`src/rtl/pm1_pkg.sv`:
```
package pm1_pkg;
  localparam int unsigned BIT_TMR = 0;
  localparam int unsigned BIT_GBL = 5;
  localparam int unsigned BIT_PWR = 8;
  localparam int unsigned BIT_SLP = 9;

  localparam logic [15:0] SCI_SRC_MASK = (16'd1 << BIT_TMR) | (16'd1 << BIT_GBL) |
                                         (16'd1 << BIT_PWR) | (16'd1 << BIT_SLP);

  typedef enum logic [1:0] {
    SZ_BYTE  = 2'd0,
    SZ_HALF  = 2'd1,
    SZ_WORD  = 2'd2,
    SZ_WORD3 = 2'd3
  } acc_size_e;
endpackage

```
`src/rtl/pm1_lane_decode.sv`:
```
module pm1_lane_decode #(
  parameter int unsigned ADDR_W    = 3,
  parameter int unsigned DATA_W    = 32,
  parameter int unsigned NUM_LANES = DATA_W / 8
) (
  input  logic                      wr_stb_i,
  input  logic [ADDR_W-1:0]         addr_i,
  input  logic [1:0]                size_i,
  input  logic [DATA_W-1:0]         wdata_i,
  output logic [NUM_LANES-1:0]      lane_we_o,
  output logic [NUM_LANES-1:0][7:0] lane_byte_o
);
  import pm1_pkg::*;

  localparam int unsigned CNT_W = ADDR_W + 1;

  logic [CNT_W-1:0] nbytes;
  logic [CNT_W-1:0] start;

  always_comb begin
    start = {1'b0, addr_i};
    unique case (acc_size_e'(size_i))
      SZ_BYTE: nbytes = CNT_W'(1);
      SZ_HALF: nbytes = CNT_W'(2);
      default: nbytes = CNT_W'(4);
    endcase
  end

  for (genvar j = 0; j < NUM_LANES; j++) begin : g_lane
    localparam logic [CNT_W-1:0] LANE = CNT_W'(j);
    logic [CNT_W-1:0]  rel;
    logic [DATA_W-1:0] shifted;
    always_comb begin
      rel            = LANE - start;
      shifted        = wdata_i >> {rel, 3'b000};
      lane_we_o[j]   = wr_stb_i && (start <= LANE) && (rel < nbytes);
      lane_byte_o[j] = shifted[7:0];
    end
  end
endmodule

```
`src/rtl/pm1_status_reg.sv`:
```
module pm1_status_reg #(
  parameter int unsigned REG_W = 16,
  parameter int unsigned LANES = REG_W / 8
) (
  input  logic                  clk,
  input  logic                  rst_n,
  input  logic [LANES-1:0]      clr_we_i,
  input  logic [LANES-1:0][7:0] clr_byte_i,
  input  logic [REG_W-1:0]      set_i,
  output logic [REG_W-1:0]      sts_q
);
  import pm1_pkg::*;

  localparam logic [REG_W-1:0] MASK = REG_W'(SCI_SRC_MASK);

  logic [REG_W-1:0] clr_mask;
  logic [REG_W-1:0] set_m;
  logic [REG_W-1:0] sts_d;
  logic             sts_ce;

  for (genvar l = 0; l < LANES; l++) begin : g_clr
    assign clr_mask[8*l +: 8] = clr_we_i[l] ? clr_byte_i[l] : 8'h00;
  end

  always_comb begin
    set_m  = set_i & MASK;
    sts_d  = (sts_q & ~clr_mask) | set_m;
    sts_ce = (|clr_we_i) || (|set_m);
  end

  always_ff @(posedge clk or negedge rst_n) begin
    if (!rst_n)      sts_q <= '0;
    else if (sts_ce) sts_q <= sts_d;
  end

  a_r5_clear_never_sets: assert property (@(posedge clk) disable iff (!rst_n)
    (set_m == '0) |=> ((sts_q & ~$past(sts_q)) == '0));

  a_r11_event_beats_clear: assert property (@(posedge clk) disable iff (!rst_n)
    (set_m != '0) |=> ((sts_q & $past(set_m)) == $past(set_m)));

  a_r3_only_source_bits: assert property (@(posedge clk) disable iff (!rst_n)
    (sts_q & ~MASK) == '0);
endmodule

```
`src/rtl/pm1_enable_reg.sv`:
```
module pm1_enable_reg #(
  parameter int unsigned REG_W = 16,
  parameter int unsigned LANES = REG_W / 8
) (
  input  logic                  clk,
  input  logic                  rst_n,
  input  logic [LANES-1:0]      we_i,
  input  logic [LANES-1:0][7:0] byte_i,
  output logic [REG_W-1:0]      en_q
);
  for (genvar l = 0; l < LANES; l++) begin : g_byte
    logic [7:0] byte_d;
    logic [7:0] byte_q;

    always_comb byte_d = byte_i[l];

    always_ff @(posedge clk or negedge rst_n) begin
      if (!rst_n)        byte_q <= 8'h00;
      else if (we_i[l])  byte_q <= byte_d;
    end

    assign en_q[8*l +: 8] = byte_q;

    a_r6_untouched_lane_kept: assert property (@(posedge clk) disable iff (!rst_n)
      !we_i[l] |=> (en_q[8*l +: 8] == $past(en_q[8*l +: 8])));
  end
endmodule

```
`src/rtl/pm1_evt_regs.sv`:
```
module pm1_evt_regs #(
  parameter int unsigned ADDR_W = 3,
  parameter int unsigned REG_W  = 16
) (
  input  logic                clk,
  input  logic                rst_n,
  input  logic                acc_valid_i,
  input  logic                acc_write_i,
  input  logic [ADDR_W-1:0]   acc_addr_i,
  input  logic [1:0]          acc_size_i,
  input  logic [2*REG_W-1:0]  acc_wdata_i,
  output logic [2*REG_W-1:0]  acc_rdata_o,
  input  logic                tmr_msb_i,
  input  logic                gbl_evt_i,
  input  logic                pwrbtn_i,
  input  logic                slpbtn_i,
  output logic                sci_o
);
  import pm1_pkg::*;

  localparam int unsigned DATA_W    = 2 * REG_W;
  localparam int unsigned REG_LANES = REG_W / 8;
  localparam int unsigned NUM_LANES = DATA_W / 8;
  localparam logic [REG_W-1:0] MASK = REG_W'(SCI_SRC_MASK);

  logic [1:0] rst_pipe;
  logic       rst_sync_n;

  always_ff @(posedge clk or negedge rst_n) begin
    if (!rst_n) rst_pipe <= 2'b00;
    else        rst_pipe <= {rst_pipe[0], 1'b1};
  end
  assign rst_sync_n = rst_pipe[1];

  logic                      wr_stb;
  logic [NUM_LANES-1:0]      lane_we;
  logic [NUM_LANES-1:0][7:0] lane_byte;

  assign wr_stb = acc_valid_i && acc_write_i;

  pm1_lane_decode #(
    .ADDR_W    (ADDR_W),
    .DATA_W    (DATA_W),
    .NUM_LANES (NUM_LANES)
  ) u_decode (
    .wr_stb_i    (wr_stb),
    .addr_i      (acc_addr_i),
    .size_i      (acc_size_i),
    .wdata_i     (acc_wdata_i),
    .lane_we_o   (lane_we),
    .lane_byte_o (lane_byte)
  );

  logic [REG_W-1:0] set_vec;
  always_comb begin
    set_vec          = '0;
    set_vec[BIT_TMR] = tmr_msb_i;
    set_vec[BIT_GBL] = gbl_evt_i;
    set_vec[BIT_PWR] = pwrbtn_i;
    set_vec[BIT_SLP] = slpbtn_i;
  end

  logic [REG_W-1:0] sts_q;
  logic [REG_W-1:0] en_q;

  pm1_status_reg #(.REG_W(REG_W), .LANES(REG_LANES)) u_status (
    .clk        (clk),
    .rst_n      (rst_sync_n),
    .clr_we_i   (lane_we[REG_LANES-1:0]),
    .clr_byte_i (lane_byte[REG_LANES-1:0]),
    .set_i      (set_vec),
    .sts_q      (sts_q)
  );

  pm1_enable_reg #(.REG_W(REG_W), .LANES(REG_LANES)) u_enable (
    .clk    (clk),
    .rst_n  (rst_sync_n),
    .we_i   (lane_we[NUM_LANES-1:REG_LANES]),
    .byte_i (lane_byte[NUM_LANES-1:REG_LANES]),
    .en_q   (en_q)
  );

  logic [DATA_W-1:0] rd_word;
  logic [DATA_W-1:0] rd_shift;
  always_comb begin
    rd_word  = {en_q, sts_q};
    rd_shift = rd_word >> {acc_addr_i, 3'b000};
    unique case (acc_size_e'(acc_size_i))
      SZ_BYTE: rd_shift = rd_shift & DATA_W'(8'hFF);
      SZ_HALF: rd_shift = rd_shift & DATA_W'(16'hFFFF);
      default: ;
    endcase
    acc_rdata_o = (acc_valid_i && !acc_write_i) ? rd_shift : '0;
  end

  assign sci_o = |(en_q & sts_q & MASK);

  a_r1_reset_quiet: assert property (@(posedge clk)
    !rst_sync_n |-> (!sci_o && sts_q == '0 && en_q == '0));

  a_r2_sci_rise_cause: assert property (@(posedge clk) disable iff (!rst_sync_n)
    $rose(sci_o) |-> $past((|set_vec) || (|lane_we[NUM_LANES-1:REG_LANES])));

  a_r2_sci_fall_cause: assert property (@(posedge clk) disable iff (!rst_sync_n)
    $fell(sci_o) |-> $past(wr_stb));

  a_r10_high_offsets_idle: assert property (@(posedge clk) disable iff (!rst_sync_n)
    (wr_stb && acc_addr_i >= ADDR_W'(NUM_LANES)) |-> (lane_we == '0));
endmodule

```
`config.mk`:
```
export PLATFORM = sky130hd
export DESIGN_NAME = pm1_evt_regs
export DESIGN_NICKNAME = d
export VERILOG_FILES = /design/src/rtl/pm1_pkg.sv /design/src/rtl/pm1_lane_decode.sv /design/src/rtl/pm1_status_reg.sv /design/src/rtl/pm1_enable_reg.sv /design/src/rtl/pm1_evt_regs.sv
export SDC_FILE = /design/constraint.sdc
export NUM_CORES = 1
export LEC_CHECK = 0
export ABC_AREA = 1
export BUFFER_PORTS_ARGS = -buffer_cell sky130_fd_sc_hd__buf_2
export CAP_MARGIN = 20
export CORE_MARGIN = 2
export CORE_UTILIZATION = 55
export DETAILED_ROUTE_END_ITERATION = 6
export GPL_TIMING_DRIVEN = 0
export MAX_ROUTING_LAYER = met4
export PLACE_DENSITY_LB_ADDON = 0.12
export SKIP_LAST_GASP = 1
export SYNTH_ARGS = -nofsm -noshare
export SYNTH_HDL_FRONTEND = slang
export SYNTH_SLANG_ARGS = --single-unit
```
`constraint.sdc`:
```
create_clock -name clk -period 2.8 [get_ports clk]
set_clock_uncertainty 0.15 [all_clocks]
set_input_delay 0.56 -clock clk [delete_from_list [all_inputs] [get_ports clk]]
set_output_delay 0.56 -clock clk [all_outputs]
set_load 0.1 [all_outputs]
```
## Yosys cells after proc, flatten, opt, wreduce, memory -nomap -nowiden

Cells that the tools add are included.

| cells by class | value |
|---|---|
| bitwise gates (word level) | 4 |
| reduce and logical (&&, ||, !) cells | 16 |
| eq/ne operators | 1 |
| order comparisons | 8 |
| shift operators | 5 |
| muxes and demuxes | 5 |
| add/sub/neg operators | 4 |

Operator list:

| kind | number |
|---|---|
| 32-bit by 7-bit right shift with 8-bit output | 4 |
| 32-bit case mux with 2 select lines | 1 |
| 32-bit two-way mux | 1 |
| 32-bit by 6-bit right shift with 32-bit output | 1 |
| 16-bit bitwise AND | 1 |
| 4-bit by 3-bit < comparator with 1-bit output | 4 |
| 8-bit two-way mux | 2 |
| 16-bit inverter | 1 |
| 16-bit by 10-bit OR with 16-bit output | 1 |
| 10-bit bitwise AND | 1 |
| 1-bit logical AND | 10 |
| 4-bit OR reduction | 2 |
| 1-bit by 3-bit subtractor with 4-bit output, first input constant | 2 |
| 2-bit by 3-bit subtractor with 4-bit output, first input constant | 2 |
| 3-bit by 1-bit <= comparator with 1-bit output, second input constant | 2 |
| 3-bit by 2-bit <= comparator with 1-bit output, second input constant | 2 |
| 3-bit case mux with 2 select lines | 1 |
| 2-bit by 1-bit == test with 1-bit output, second input constant | 1 |
| 2-bit zero test | 1 |
| 2-bit OR reduction | 1 |
| 1-bit zero test | 1 |
| 1-bit logical OR | 1 |

| storage, ports and cells | value |
|---|---|
| bits in registers | 34 |
| word-level logic and storage cells | 47 |
| input port bits | 45 |

## Longest topological paths before layout

Gate-level depths: netlist of the first run.

| logic depth | value |
|---|---|
| word-level depth | 8 |
| mapped depth | 13 |
| gate-level depth less buffers | 10 |

## Cells and area by module

Synthesis of the first run repeated with hierarchy kept, for this count alone.

| unflattened totals | value |
|---|---|
| cell total of the unflattened synthesis | 596 |
| area, all modules | 3517.1 µm² |

By module, submodules not included:

| module | cells each | area an instance (µm²) | instances |
|---|---|---|---|
| pm1_lane_decode | 301 | 1482.7 | 1 |
| pm1_evt_regs | 183 | 873.3 | 1 |
| pm1_enable_reg | 68 | 610.6 | 1 |
| pm1_status_reg | 44 | 550.5 | 1 |

## Least setup slack after synthesis of the first run

Ideal clock, no wire load.

| timing | value |
|---|---|
| kind | input -> output |
| start point | input acc_addr_i[1] |
| end point | output acc_rdata_o[10] |
| data arrival time | 3340 ps |
| setup slack | -1250 ps |
| path buffers | 3 |
| stages | 6 |
| cell sequence | buf_4 -> inv_2 -> buf_4 -> buf_6 -> a21oi_1 -> a211oi_1 |

| on the way | value |
|---|---|
| cells in the longest elaborated chain, start to end | 3 |

RTL lines:

| what | RTL line | RTL |
|---|---|---|
| start, declared | pm1_evt_regs.sv:9 | `input logic [ADDR_W-1:0] acc_addr_i,` |
| 32-bit by 6-bit right shift with 32-bit output | pm1_evt_regs.sv:87 | `rd_shift = rd_word >> {acc_addr_i, 3'b000};` |
| 32-bit case mux with 2 select lines | pm1_evt_regs.sv:88 | `unique case (acc_size_e'(acc_size_i))` |
| 32-bit two-way mux | pm1_evt_regs.sv:93 | `acc_rdata_o = (acc_valid_i && !acc_write_i) ? rd_shift : '0;` |
| end, declared | pm1_evt_regs.sv:12 | `output logic [2*REG_W-1:0] acc_rdata_o,` |

Every way passes these cells.

## Worst setup path after layout of the first run

| timing | value |
|---|---|
| start point | input acc_addr_i[1] |
| end point | output acc_rdata_o[12] |

The elaborated chain is that of the path after synthesis.

==> impl_metrics.py, run 1 <==
metrics = {
    "status": {
        "status": "complete, no violations",
    },
    "critical_path": {
        "worst-endpoint-arrival_ns": 2.05,
        "start_kind": "input port",
        "critPathTopFamily": "buffers and inverters",
        "critPathMaxFanout": 12,
        "crit_chain": "buf_2, buf_4, inv_2, buf_4, buf_6, a21oi_1, a211oi_4, buf_2",
        "worst-path-buf-inv": 6,
        "required_ns": 2.09,
        "cp_slowest_cell": "buf_2",
        "critical_path_class": "in -> out",
        "end_kind": "output pin",
        "max_stage_delay_ns": 0.45,
    },
    "sta": {
        "post-route-period-util_pct": 98.7,
        "period_minus_slack_ns": 2.76,
        "fmax_ghz": 0.362,
        "rsz0062_at_grt": "yes",
        "final_hold_viol_count": 0,
        "tightestPinTransition_ns": 0.675,
        "slew_headroom_pct": 54.9,
        "setup_viol": 0,
        "final.setup.tns_ns": 0,
        "drv_slew": 0,
    },
    "power_and_ir_drop": {
        "peakVddDrop_uv": 275,
        "finalPower_mw": 1.57,
        "p_leak_nw": 2.07,
        "powerDensity_mw_per_mm2": 397,
    },
    "synth": {
        "yosysWarnings": 0,
        "synth_area_mm2": 0.00315,
        "synth-edff-count": 0,
        "syn_nets": 549,
        "ys_seq_area_share_pct": 27.0,
        "synth_cells": 494,
        "synth_ff_type": "dfrtp_1",
        "async_flop_share_pct": 100,
        "synth_area_per_cell_um2": 6.37,
        "synth_seq_cells": 34,
        "synth_cell_types": 37,
    },
    "final_layout": {
        "areaGrowthSynthToFinish_pct": 25.5,
        "num-fill-cells": 512,
        "final_nets": 635,
        "drive_gt1_share_pct": 26.2,
        "antenna_cells": 0,
        "fin_cells": 653,
    },
    "min_path": {
        "min_path_type": "reg -> async",
    },
    "floorplanning": {
        "start_util_pct": 57.1,
        "die_width_um": 79.6,
        "die_area_mm2": 0.00634,
        "dieHeight_um": 79.6,
        "num_rows": 27,
        "core_mm2": 0.00551,
        "io_pins": 78,
    },
    "placement": {
        "place.port_buffers": 76,
        "dp_cells": 644,
        "gp_congestion": 1.03,
        "dp_hpwl_mm": 7.60,
    },
    "routing": {
        "drt_iter0_markers": 336,
        "via_per_inst": 5.42,
        "routedWlPerCell_um": 14.7,
        "totalWireLength_mm": 9.60,
        "antenna_left": 0,
        "vias": 3540,
        "drc_errors": 0,
        "firstDrtPassIters": 7,
    },
    "flow_run": {
        "maxCapViolations": 0,
    },
    "clock_tree": {
        "path_clk_slew_ns": 0.07,
        "cts.sinks": 34,
        "cts_buffers": 5,
        "root_buffer": "clkbuf_8",
        "insertion_delay_ns": 0.28,
        "cts_tree": "done",
        "cts_buffer_depth": 2,
        "cts_max_level": 2,
    },
    "grt": {
        "grt_remaining_overflow": 0,
        "grt_pass1_wl_mm": 15.3,
        "grt_pass1_vias": 3157,
        "grt.total_usage_pct": 32.3,
        "antenna_found_initial": 0,
        "grt_max_degree": 21,
    },
}
[state kept, by name, indices dropped and copies added, names as in the netlist]
register / count
u_enable.g_byte.byte_q: 16
u_status.sts_q: 16
rst_pipe: 2
[cells in the mapped netlist, types with 4 or more instances]
cell	instances	area (um2)
a21oi_1	14	70.1
nand3_1	51	255
o21ai_0	35	175
buf_6	12	135
buf_2	4	20.0
mux2i_1	4	40.0
o21ai_2	5	43.8
dfrtp_1	34	851
ha_1	10	125
a211oi_1	10	75.1
buf_4	5	37.5
nor2_1	50	188
inv_1	38	143
o21ai_1	8	40.0
inv_2	4	15.0
nand2_1	184	691
clkbuf_1	4	15.0
[layer usage]
layer  vias up  track usage, %  wire length [um]
met5         -               -                 0
met4         0            7.24               130
met3        14            3.85               853
met2       203            52.0              4450
met1      1577            44.1              4170
li1       1746               -                 -
[cell families after synthesis]
group | after synthesis | share of synthesized area [%]
other | 1 | 0.119
AO/OA/AOI/OAI | 80 | 15.3
AND/OR/NAND/NOR | 295 | 39.8
buffers and inverters | 69 | 12.2
XOR/XNOR | 1 | 0.278
adder cells (fa/ha/maj) | 10 | 3.98
multiplexers | 4 | 1.27
flip-flops | 34 | 27.0
[per-stage QoR]
step	worst slack [ns]	util [%]	hold slack [ns]	area, um2
after CTS	0.0547	71.3	0.137	3930
after floorplan	-0.390	-	0.114	3290
final	0.0374	71.7	0.115	3950
after detailed placement	-0.145	68.9	0.119	3800
after global routing	-0.0347	71.7	0.175	3950
after global placement	-0.117	68.2	0.191	3760
[where the power goes]
part	internal (mW)	leakage [nW]	switching (mW)	total, mW
logic	0.191	1.60	0.406	0.598
registers	0.544	0.423	0.0530	0.597
clock network	0.197	0.0472	0.176	0.374
total	0.932	2.07	0.636	1.57
[layout by cell type, fill, tap and decap left out, types with 2 or more instances in the layout]
master / n
clkbuf_1: 2
dfrtp_1: 34
buf_6: 13
o21ai_1: 9
a21oi_1: 13
nand2_2: 2
nor2_1: 44
mux2i_1: 4
nand3_1: 50
inv_2: 4
o21ai_0: 34
a211oi_2: 3
nor3_4: 2
a21o_1: 2
clkbuf_8: 6
clkbuf_4: 6
inv_1: 38
nand2_1: 184
ha_1: 10
a211oi_4: 8
buf_2: 64
o21ai_2: 5
nor2_2: 7
clkbuf_2: 2
a21oi_2: 2
buf_4: 15
[final cells by class]
cell class              count  area [um2]  share of cell area [%]
plain buffers              25         210                    5.32
clock buffers               6        82.6                    2.09
clock inverters             2        12.5                   0.317
inverters                  44         175                    4.44
multi-input cells         391        2060                    52.1
flip-flops and latches     34         851                    21.5
well taps                  72        90.1                    2.28
repair buffers             79         469                    11.9
[what timing repair did]
action,CTS,global route
resized for setup,12,7
hold buffers,1,0
cloned,0,0
endpoints found under the hold margin,2,0
buffers inserted,0,0
setup endpoints to repair,25,14
[final timing paths]
path                          startpoint                            to  slack, ns  depth (start not counted)
max                        acc_addr_i[1]               acc_rdata_o[12]       0.04                          8
min                          rst_pipe[1]  u_enable.g_byte[1].byte_q[7]       0.11                          0
max reg2reg                  rst_pipe[1]             u_status.sts_q[6]       1.87                          1
min reg2reg                  rst_pipe[1]  u_enable.g_byte[1].byte_q[7]       0.11                          0
max in group asynchronous    rst_pipe[1]             u_status.sts_q[6]       1.87                          1
min in group clk             rst_pipe[0]                   rst_pipe[1]       0.21                          0
(Power assumes the default switching activity.)
==> inputs of run 2 (changes only) <==
Settings changed: CTS_BUF_LIST set to sky130_fd_sc_hd__clkbuf_16.
==> run 2 against run 1 <==
Compared with the run above:
- fmax shrank 0.12%
- via count up 0.79%
- sequential cell count is the same
- global-route usage grew 0.45 points
==> impl_metrics.py, run 2 (synthesis gave the netlist of run 1 again) <==
metrics = {
    "floorplanning": {
        "num_rows": 27,
        "io_pins": 78,
        "core_mm2": 0.00551,
        "start_util_pct": 57.1,
        "dieHeight_um": 79.6,
        "die_width_um": 79.6,
        "die_area_mm2": 0.00634,
    },
    "status": {
        "status": "complete, no violations",
    },
    "grt": {
        "grt.total_usage_pct": 32.8,
        "grt_remaining_overflow": 0,
        "grt_pass1_vias": 3202,
        "antenna_found_initial": 0,
        "grt_max_degree": 21,
        "grt_pass1_wl_mm": 15.6,
    },
    "clock_tree": {
        "cts_buffer_depth": 2,
        "cts_tree": "done",
        "post_cts.repair.setup_buffers": 0,
        "insertion_delay_ns": 0.27,
        "path_clk_slew_ns": 0.06,
        "root_buffer": "clkbuf_16",
        "cts_max_level": 2,
        "cts_buffers": 5,
        "cts.sinks": 34,
    },
    "sta": {
        "final.setup.tns_ns": 0,
        "rsz0062_at_grt": "yes",
        "drv_slew": 0,
        "tightestPinTransition_ns": 0.686,
        "slew_headroom_pct": 54.2,
        "setup_ws_ns": 0.0342,
        "fmax_ghz": 0.362,
        "setup_viol": 0,
        "post-route-period-util_pct": 98.8,
        "final_hold_viol_count": 0,
        "period_minus_slack_ns": 2.77,
    },
    "critical_path": {
        "cp_slowest_cell": "buf_2",
        "rr_worst_depth": 1,
        "critical_path_class": "in -> out",
        "worst-endpoint-arrival_ns": 2.06,
        "max_stage_delay_ns": 0.45,
        "required_ns": 2.09,
        "end_kind": "output pin",
        "critPathMaxFanout": 12,
        "crit_chain": "buf_2, buf_4, inv_2, buf_4, buf_6, a21oi_1, a211oi_4, buf_2",
        "start_kind": "input port",
    },
    "power_and_ir_drop": {
        "peakVddDrop_uv": 287,
        "p_leak_nw": 2.09,
        "powerDensity_mw_per_mm2": 430,
        "finalPower_mw": 1.72,
    },
    "final_layout": {
        "layout_common_cells": "nand2_1, buf_2, nand3_1",
        "fin_cells": 653,
        "antenna_cells": 0,
        "fin_area_mm2": 0.00400,
        "areaGrowthSynthToFinish_pct": 27.0,
        "final_nets": 635,
        "final_common_cell": "nand2_1",
        "largestRegisters": "u_enable.g_byte.byte_q (16), u_status.sts_q (16), rst_pipe (2)",
        "drive_gt1_share_pct": 26.0,
    },
    "routing": {
        "via_per_inst": 5.46,
        "drt_iter0_markers": 305,
        "firstDrtPassIters": 6,
        "routedWlPerCell_um": 14.9,
        "antenna_left": 0,
        "drc_errors": 0,
        "totalWireLength_mm": 9.75,
        "vias": 3568,
    },
    "flow_run": {
        "maxCapViolations": 0,
    },
    "placement": {
        "dp_cells": 644,
        "place.port_buffers": 76,
        "preCtsSetupSlack_ns": -0.145,
        "gp_congestion": 1.03,
        "place_area_mm2": 0.00380,
        "dp_hpwl_mm": 7.60,
    },
    "min_path": {
        "min_path_type": "reg -> async",
    },
}
run 2: cell count changes in the layout (fill, tap and decap cells not counted), sizes merged:
cell	before	now
clkbuf	16	15
clkinv	1	2
run 2: cell type report:
cell class,count,area [um2]
multi-input cells,391,2060
fillers,504,1510
flip-flops and latches,34,851
repair buffers,79,469
plain buffers,25,210
inverters,44,175
clock buffers,5,125
well taps,72,90.1
clock inverters,3,16.3
run 2: power breakdown:
group          switching [mW]  internal (mW)
Sequential             0.0527          0.544
Combinational           0.409          0.191
Clock                   0.198          0.324
run 2: critical path, delay by kind of cell:
| family | cells | cell delay, ns |
|---|---|---|
| buffers and inverters | 6 | 1.19 |
| AO/OA/AOI/OAI | 2 | 0.29 |
run 2: metal layers:
layer	up-vias	GRT usage, %	part of all wire [%]	routed length, um
li1	1747	-	-	-
met3	15	3.96	8.3	809
met4	0	7.24	1.1	112
met1	1607	44.6	44	4330
met2	199	52.9	46	4510
met5	-	-	0	0
run 2: what timing repair did:
item / 4_1_cts / 5_1_grt
hold endpoints to repair: 2 / 0
setup endpoints to repair: 25 / 14
pin swaps: 0 / 0
hold buffers: 1 / 0
gates resized for setup: 12 / 7
run 2: worst paths after layout:
path	to	slack [ns]	start
worst max-delay path	acc_rdata_o[12]	0.03	acc_addr_i[1]
worst min-delay path	u_status.sts_q[1]	0.11	rst_pipe[1]
worst max register to register	u_enable.g_byte[1].byte_q[2]	1.86	rst_pipe[1]
worst min register to register	u_status.sts_q[1]	0.11	rst_pipe[1]
max in group asynchronous	u_enable.g_byte[1].byte_q[2]	1.86	rst_pipe[1]
min in group clk	rst_pipe[1]	0.21	rst_pipe[0]
run 2: stage by stage:
stage                     utilization, %  hold WS (ns)
final                               72.6         0.112
after global placement              68.2         0.191
after CTS                           72.2         0.135
after detailed placement            68.9         0.119
after floorplan                        -         0.114
after global routing                72.6         0.174
